--- config.mk ---
export PLATFORM = sky130hd
export DESIGN_NAME = srn_unit
export DESIGN_NICKNAME = d
export VERILOG_FILES = /design/src/rtl/srn_pkg.sv /design/src/rtl/srn_shift_core.sv /design/src/rtl/srn_nibble_rot.sv /design/src/rtl/srn_flag_gen.sv /design/src/rtl/srn_unit.sv
export SDC_FILE = /design/constraint.sdc
export NUM_CORES = 1
export LEC_CHECK = 0
export BUFFER_PORTS_ARGS = -buffer_cell sky130_fd_sc_hd__buf_2
export CORE_ASPECT_RATIO = 0.6
export CORE_UTILIZATION = 45
export CTS_BUF_LIST = sky130_fd_sc_hd__clkbuf_2 sky130_fd_sc_hd__clkbuf_4 sky130_fd_sc_hd__clkbuf_8
export DETAILED_ROUTE_END_ITERATION = 7
export PLACE_DENSITY = 0.7
export RECOVER_POWER = 50
export SYNTH_ARGS = -nofsm -noshare
export SYNTH_HDL_FRONTEND = slang
export SYNTH_SLANG_ARGS = --single-unit
--- constraint.sdc ---
create_clock -name clk -period 2.32 [get_ports clk]
set_clock_uncertainty 0.05 [all_clocks]
set_input_delay 0.232 -clock clk [delete_from_list [all_inputs] [get_ports clk]]
set_output_delay 0.232 -clock clk [all_outputs]
set_load 0.01 [all_outputs]
--- src/rtl/srn_pkg.sv ---
// Shared encodings for the shift/rotate unit: operation codes, operation
// classes, flag bit positions and an even-parity helper.
package srn_pkg;

    // Operation select values; the low bits of the full and accumulator
    // forms select the shifter kind directly.
    typedef enum logic [3:0] {
        OP_RLC  = 4'd0,  OP_RRC  = 4'd1,  OP_RL   = 4'd2,  OP_RR   = 4'd3,
        OP_SLA  = 4'd4,  OP_SRA  = 4'd5,  OP_SRL  = 4'd6,  OP_RSV7 = 4'd7,
        OP_ARLC = 4'd8,  OP_ARRC = 4'd9,  OP_ARL  = 4'd10, OP_ARR  = 4'd11,
        OP_NIBL = 4'd12, OP_NIBR = 4'd13, OP_RSVE = 4'd14, OP_RSVF = 4'd15
    } srn_op_e;

    typedef enum logic [1:0] {
        CLS_FULL = 2'd0,
        CLS_ACC  = 2'd1,
        CLS_NIB  = 2'd2,
        CLS_PASS = 2'd3
    } srn_cls_e;

    localparam int FL_S  = 7;
    localparam int FL_Z  = 6;
    localparam int FL_H  = 4;
    localparam int FL_PV = 2;
    localparam int FL_N  = 1;
    localparam int FL_C  = 0;

    // Maps a select value onto its operation class.
    function automatic srn_cls_e classify(input logic [3:0] op);
        if (op <= 4'd6)                    return CLS_FULL;
        if (op >= 4'd8 && op <= 4'd11)     return CLS_ACC;
        if (op == 4'd12 || op == 4'd13)    return CLS_NIB;
        return CLS_PASS;
    endfunction

endpackage

--- src/rtl/srn_shift_core.sv ---
// One-position shifter/rotator. kind 0..6 selects circular left/right,
// through-carry left/right, arithmetic left, arithmetic right, logical
// right. Assumes W >= 2. Other kinds pass the data and carry unchanged.
module srn_shift_core #(
    parameter int W = 8
) (
    input  logic [2:0]   kind,
    input  logic [W-1:0] din,
    input  logic         cin,
    output logic [W-1:0] dout,
    output logic         cout
);
    // Select the shifted value and the bit that leaves the word.
    always_comb begin
        dout = din;
        cout = cin;
        case (kind)
            3'd0: begin dout = {din[W-2:0], din[W-1]}; cout = din[W-1]; end
            3'd1: begin dout = {din[0], din[W-1:1]};   cout = din[0];   end
            3'd2: begin dout = {din[W-2:0], cin};      cout = din[W-1]; end
            3'd3: begin dout = {cin, din[W-1:1]};      cout = din[0];   end
            3'd4: begin dout = {din[W-2:0], 1'b0};     cout = din[W-1]; end
            3'd5: begin dout = {din[W-1], din[W-1:1]}; cout = din[0];   end
            3'd6: begin dout = {1'b0, din[W-1:1]};     cout = din[0];   end
            default: ;
        endcase
    end
endmodule

--- src/rtl/srn_nibble_rot.sv ---
// Three-way half-word rotation between accumulator and a memory word.
// dir=0 moves mem low->mem high, mem high->acc low, acc low->mem low;
// dir=1 is the reverse cycle. The accumulator high half is never touched.
// Assumes W is even.
module srn_nibble_rot #(
    parameter int W = 8
) (
    input  logic         dir,
    input  logic [W-1:0] a_in,
    input  logic [W-1:0] m_in,
    output logic [W-1:0] a_out,
    output logic [W-1:0] m_out
);
    localparam int HW = W / 2;

    logic [HW-1:0] a_hi, a_lo, m_hi, m_lo;

    // Split both words into halves.
    always_comb begin
        a_hi = a_in[W-1:HW];
        a_lo = a_in[HW-1:0];
        m_hi = m_in[W-1:HW];
        m_lo = m_in[HW-1:0];
    end

    // Route the three movable halves in the chosen direction.
    always_comb begin
        if (dir) begin
            a_out = {a_hi, m_lo};
            m_out = {a_lo, m_hi};
        end else begin
            a_out = {a_hi, m_hi};
            m_out = {m_lo, a_lo};
        end
    end
endmodule

--- src/rtl/srn_flag_gen.sv ---
// Builds the outgoing flag byte from the operation class, the shifter
// result and carry, and the new accumulator of a nibble rotation.
// Bits without a defined role pass from flags_in.
module srn_flag_gen
    import srn_pkg::*;
#(
    parameter int W = 8
) (
    input  srn_cls_e     cls,
    input  logic [W-1:0] sh_res,
    input  logic         sh_c,
    input  logic [W-1:0] nib_a,
    input  logic [7:0]   flags_in,
    output logic [7:0]   flags_out
);
    logic [W-1:0] probe;

    // Value whose sign, zero and parity are reported.
    always_comb probe = (cls == CLS_NIB) ? nib_a : sh_res;

    // Per-class flag update.
    always_comb begin
        flags_out = flags_in;
        case (cls)
            CLS_FULL, CLS_NIB: begin
                flags_out[FL_S]  = probe[W-1];
                flags_out[FL_Z]  = (probe == '0);
                flags_out[FL_PV] = ~(^probe);
                flags_out[FL_H]  = 1'b0;
                flags_out[FL_N]  = 1'b0;
                if (cls == CLS_FULL) flags_out[FL_C] = sh_c;
            end
            CLS_ACC: begin
                flags_out[FL_H] = 1'b0;
                flags_out[FL_N] = 1'b0;
                flags_out[FL_C] = sh_c;
            end
            default: ;
        endcase
    end
endmodule

--- src/rtl/srn_unit.sv ---
// Shift, rotate and nibble-rotate unit, top level. Decodes op_sel, feeds
// operand or accumulator to the shifter, runs the nibble rotator and flag
// builder, and registers all outputs (OUT_REG=1) or passes them through.
// Assumes the caller handles operand muxing and memory access.
module srn_unit
    import srn_pkg::*;
#(
    parameter int W       = 8,
    parameter bit OUT_REG = 1'b1
) (
    input  logic         clk,
    input  logic         rst_n,
    input  logic [3:0]   op_sel,
    input  logic [W-1:0] operand,
    input  logic [W-1:0] acc_in,
    input  logic [W-1:0] mem_in,
    input  logic [7:0]   flags_in,
    output logic [W-1:0] result,
    output logic [W-1:0] acc_out,
    output logic [W-1:0] mem_out,
    output logic [7:0]   flags_out
);
    srn_cls_e     cls;
    logic [2:0]   kind;
    logic [W-1:0] sh_in, sh_out, nib_a, nib_m;
    logic         sh_c;
    logic [W-1:0] res_c, acc_c, mem_c;
    logic [7:0]   flg_c;

    // Decode class and shifter kind from the select.
    always_comb begin
        cls   = classify(op_sel);
        kind  = (cls == CLS_ACC) ? {1'b0, op_sel[1:0]} : op_sel[2:0];
        sh_in = (cls == CLS_ACC) ? acc_in : operand;
    end

    srn_shift_core #(.W(W)) u_shift (
        .kind (kind),
        .din  (sh_in),
        .cin  (flags_in[FL_C]),
        .dout (sh_out),
        .cout (sh_c)
    );

    srn_nibble_rot #(.W(W)) u_nib (
        .dir   (op_sel[0]),
        .a_in  (acc_in),
        .m_in  (mem_in),
        .a_out (nib_a),
        .m_out (nib_m)
    );

    srn_flag_gen #(.W(W)) u_flag (
        .cls       (cls),
        .sh_res    (sh_out),
        .sh_c      (sh_c),
        .nib_a     (nib_a),
        .flags_in  (flags_in),
        .flags_out (flg_c)
    );

    // Choose which datapath drives each output word.
    always_comb begin
        res_c = operand;
        acc_c = acc_in;
        mem_c = mem_in;
        case (cls)
            CLS_FULL: res_c = sh_out;
            CLS_ACC:  begin res_c = sh_out; acc_c = sh_out; end
            CLS_NIB:  begin res_c = nib_a;  acc_c = nib_a; mem_c = nib_m; end
            default:  ;
        endcase
    end

    generate
        if (OUT_REG) begin : g_reg
            // Output register with synchronous active-low clear.
            always_ff @(posedge clk) begin
                if (!rst_n) begin
                    result    <= '0;
                    acc_out   <= '0;
                    mem_out   <= '0;
                    flags_out <= '0;
                end else begin
                    result    <= res_c;
                    acc_out   <= acc_c;
                    mem_out   <= mem_c;
                    flags_out <= flg_c;
                end
            end


            acc_szp_keep_chk: assert property (@(posedge clk) disable iff (!rst_n)
                ($past(rst_n) && $past(classify(op_sel)) == CLS_ACC) |->
                (flags_out[FL_S] == $past(flags_in[FL_S]) &&
                 flags_out[FL_Z] == $past(flags_in[FL_Z]) &&
                 flags_out[FL_PV] == $past(flags_in[FL_PV]) &&
                 acc_out == result));


            nib_conserve_chk: assert property (@(posedge clk) disable iff (!rst_n)
                ($past(rst_n) && $past(classify(op_sel)) == CLS_NIB) |->
                ($countones({acc_out, mem_out}) ==
                 $countones({$past(acc_in), $past(mem_in)}) &&
                 acc_out[W-1:W/2] == $past(acc_in[W-1:W/2])));


            nib_carry_keep_chk: assert property (@(posedge clk) disable iff (!rst_n)
                ($past(rst_n) && $past(classify(op_sel)) == CLS_NIB) |->
                (flags_out[FL_C] == $past(flags_in[FL_C]) &&
                 flags_out[FL_Z] == (acc_out == '0)));


            full_flag_chk: assert property (@(posedge clk) disable iff (!rst_n)
                ($past(rst_n) && $past(classify(op_sel)) == CLS_FULL) |->
                (flags_out[FL_Z] == (result == '0) &&
                 flags_out[FL_PV] == ($countones(result) % 2 == 0) &&
                 !flags_out[FL_H] && !flags_out[FL_N]));


            spare_bits_chk: assert property (@(posedge clk) disable iff (!rst_n)
                $past(rst_n) |->
                (flags_out[5] == $past(flags_in[5]) &&
                 flags_out[3] == $past(flags_in[3])));


            reserved_pass_chk: assert property (@(posedge clk) disable iff (!rst_n)
                ($past(rst_n) && $past(classify(op_sel)) == CLS_PASS) |->
                (flags_out == $past(flags_in) && result == $past(operand)));
        end else begin : g_comb
            always_comb begin
                result    = res_c;
                acc_out   = acc_c;
                mem_out   = mem_c;
                flags_out = flg_c;
            end
        end
    endgenerate
endmodule

==> impl_summary.md <==
Clock network
Post-CTS repair changed the size of 0 cells. The count of hold buffers inserted by post-cts repair is 0. The CTS clock-pin slew for the worst setup and hold paths is 0.07 ns.

The root buffer cell is clkbuf_8. Once the clock tree was built, the setup fixing pass inserted 0 buffers. The maximum number of buffers from clock root to sink is 2.

The total number of H-tree levels is 2. The TritonCTS buffer count is 5. The number of sinks driven by the clock tree is 32. TritonCTS built the clock tree.

Placement
At the placement stage, the worst setup path has a slack of -0.0391 ns. The total instance count after detailed placement is 374. Detailed placement finished with a half-perimeter wire length of 4460 µm.

The number of port buffers is 69. The placer congestion estimate is 0.853. The cell area after placement is 0.00269 mm².

Timing
The worst path in the final design needs a cycle of 2.10 ns, including I/O delays and setup. The fmax is 476 MHz. The worst path uses 90.5% of the clock period. The post-layout worst setup margin is 0.220 ns. The number of slew-limit violations in the final report came to 0. The total count of hold-check failures in the final report is 0. At the pin with the least slew margin, the transition time is 0.833 ns. Setup repair after global routing left no endpoint under its margin. The total of endpoints with negative setup slack in the final report is 0. Measured against its own limit, the worst slew margin works out to 44.5%.

Floorplan
The die is 55.5 µm tall. The width of the die is 91.1 µm. The I/O pin total is 70. The floorplan core area is 0.00456 mm². The initialized floorplan defines 19 standard-cell rows. The initial cell density of the core is 47.0%. The die footprint is 0.00505 mm².

Finish
Compared with the post-synthesis result, the final layout area differs by 29.0%. The area of all placed cells without fillers is 0.00276 mm². Measured on the finished design, the core utilization comes to 60.6%. In the final design database the tool counted 360 nets.

The post-route non-filler standard cell count is 382. Of the cells placed in the final design, the portion with a size suffix greater than 1 is 29.5%. The antenna diode instance count is 0. The multi-input combinational cells in the finished layout cover a total of 0.00135 mm². The area taken by flip-flops and latches is 641 µm². After filler insertion, the fill cell instance count of the layout stands at 433.

Synth
After synthesis the cells add up to 0.00214 mm². The post-synthesis average cell area is 9.24 µm². By area the synthesized netlist is led by dfxtp_1 (30%), mux2i_1 (14%), mux4_2 (6.3%). The async set or reset register ratio after synthesis is 0%. For this run, the number of Yosys warnings is 0. In the synthesized netlist the dominant register cell turns out to be dfxtp_1. The count of flip-flops with a built-in enable after synthesis is 0.

The largest area contributor in the synthesized netlist is dfxtp_1. The number of different library cells used by synthesis comes to 49. The number of synthesized register bits is 32. Counting every instance in the synthesized netlist gives 232.

The number of nets handed over by synthesis was 274. The share of the synthesized area in the top cell type is 29.9%. The sequential fraction of the synthesis area is 29.9%.

Run
The max-cap check violation count is 0.

Power and ir drop
In this run the static leakage power is 1.24 nW. The design internal power is 0.00116 W. The share of total power dissipated in combinational logic is 29.6%. The fraction of power consumed by the clock network is 33.2%.

Summed over all nets, the switching power comes to 0.000482 W. The total power density per cell area is 592 mW/mm². Sequential cells burn 37.2% of the power.

The share of total power consumed by net switching is 29.4%. The design draws 0.00164 W. Across the VDD grid, the largest voltage drop is 0.336 mV.

Critical path
The endpoint kind of the worst setup timing path is a flip-flop. The kind of critical path is input pin to flip-flop. STA classifies the critical path startpoint as an input pin. The arrival time at the worst endpoint is 2.25 ns. At the worst endpoint, the required time is 2.47 ns. In this run the worst path has a maximum fanout of 12.

GRT
The first global-routing pass estimated 9820 µm of wire. The via count of the first global-routing pass is 1934. The number of antenna violations at the first check in global routing is 0. The global-route usage over all layers is 24.7%. After global routing the overflow that remains totals 0. Entering global routing, the biggest net connects 21 pins.

Route
The first-pass iteration count of the detailed router is 5. Using the TritonRoute via totals, the vias-per-cell ratio works out to 5.62. The overall via count from detail_route is 2147. In the routed design, unresolved DRC markers number 0. In this run the remaining antenna-violating nets after routing total 0. Wires add up to 5940 µm. After the first detailed-routing iteration, the DRC count stood at 174. The detailed-route wire length per cell is 15.5 µm.

Outcome
The flow ran to the end, and the final reports show no timing, DRC or antenna violations.

Hold path
The worst min-delay path category is input pin to flip-flop.
## registers in the layout, summed over array words and instances (netlist names)
signal / flops
acc_out: 8
flags_out: 8
mem_out: 8
result: 8
## cells by family after synthesis
kind of cell | after synthesis | synth area share, %
flops | 32 | 29.9
xor+xnor | 3 | 1.23
compound gates | 72 | 23.3
simple gates | 56 | 12.6
fa+ha+maj | 4 | 2.34
buf+inv | 23 | 7.12
mux | 42 | 23.6
## final timing paths
check        start            to  slack (ns)  cells after the start
min    flags_in[5]  flags_out[5]        0.10                      2
max      op_sel[3]  flags_out[2]        0.22                     11
## power by group through the flow
stage	sequential, W	combinational [W]	clock [W]
after detailed placement	0.000619	0.000490	0
after floorplan	0.000647	0.000276	0
after CTS	0.000607	0.000493	0.000552
after global routing	0.000613	0.000529	0.000588
final	0.000609	0.000485	0.000544
after global placement	0.000619	0.000482	0
## final cells by class
class | count | area share, %
multi-input combinational | 177 | 48.8
sequential | 32 | 23.2
timing repair buffer | 100 | 20.8
tap | 63 | 2.85
clock buffer | 6 | 2.76
clock inverter | 2 | 1.27
inverter | 2 | 0.272
## cells in the mapped netlist (all sizes together) (4+ instances only)
master and number:
buf 18, mux2i 31, nand2 14, mux4 6, a211oi 13, and2 4
a31oi 4, nor2 21, o21ai 17, ha 4, a32oi 4, mux2 5
nand3 4, a21oi 12, dfxtp 32
## cells in the final DEF (no fill, tap or decap), types with 4 or more instances in the layout
master | Yosys | layout
buf_2 | 10 | 40
dfxtp_1 | 32 | 32
mux2i_1 | 31 | 31
clkbuf_1 | 3 | 30
buf_4 | 4 | 27
nor2_1 | 21 | 21
nand2_1 | 14 | 14
o21ai_0 | 12 | 12
a211oi_1 | 12 | 12
a21oi_1 | 11 | 11
mux4_2 | 6 | 6
o21ai_1 | 5 | 5
clkbuf_8 | 0 | 5
nand3_1 | 4 | 4
mux2_2 | 4 | 4
a31oi_1 | 4 | 4
a32oi_1 | 4 | 4
ha_1 | 4 | 4
## critical path, stage by stage
cell and delay [ns]:
buf_2 0.20, buf_12 0.17, mux2i_1 0.24, buf_4 0.14
o21bai_1 0.08, o31ai_1 0.24, a31o_2 0.21, ha_1 0.25
xnor2_1 0.14, xnor2_1 0.12, a211oi_1 0.22
## stage by stage
stage               hold WS, ns  TNS, ns
floorplan                 0.301        0
global placement          0.394  -0.0191
detailed placement        0.397  -0.0391
CTS                       0.101        0
global route              0.109        0
finish                    0.103        0
## routing by layer
layer / up-vias / routed length [µm] / global-route usage (%)
met5: - / 0 / 0
met4: 0 / 103 / 6.80
met3: 15 / 520 / 6.61
met2: 105 / 2440 / 34.5
met1: 980 / 2880 / 37.0
li1: 1047 / - / -
No activity file was read; power rests on OpenSTA's default activity.
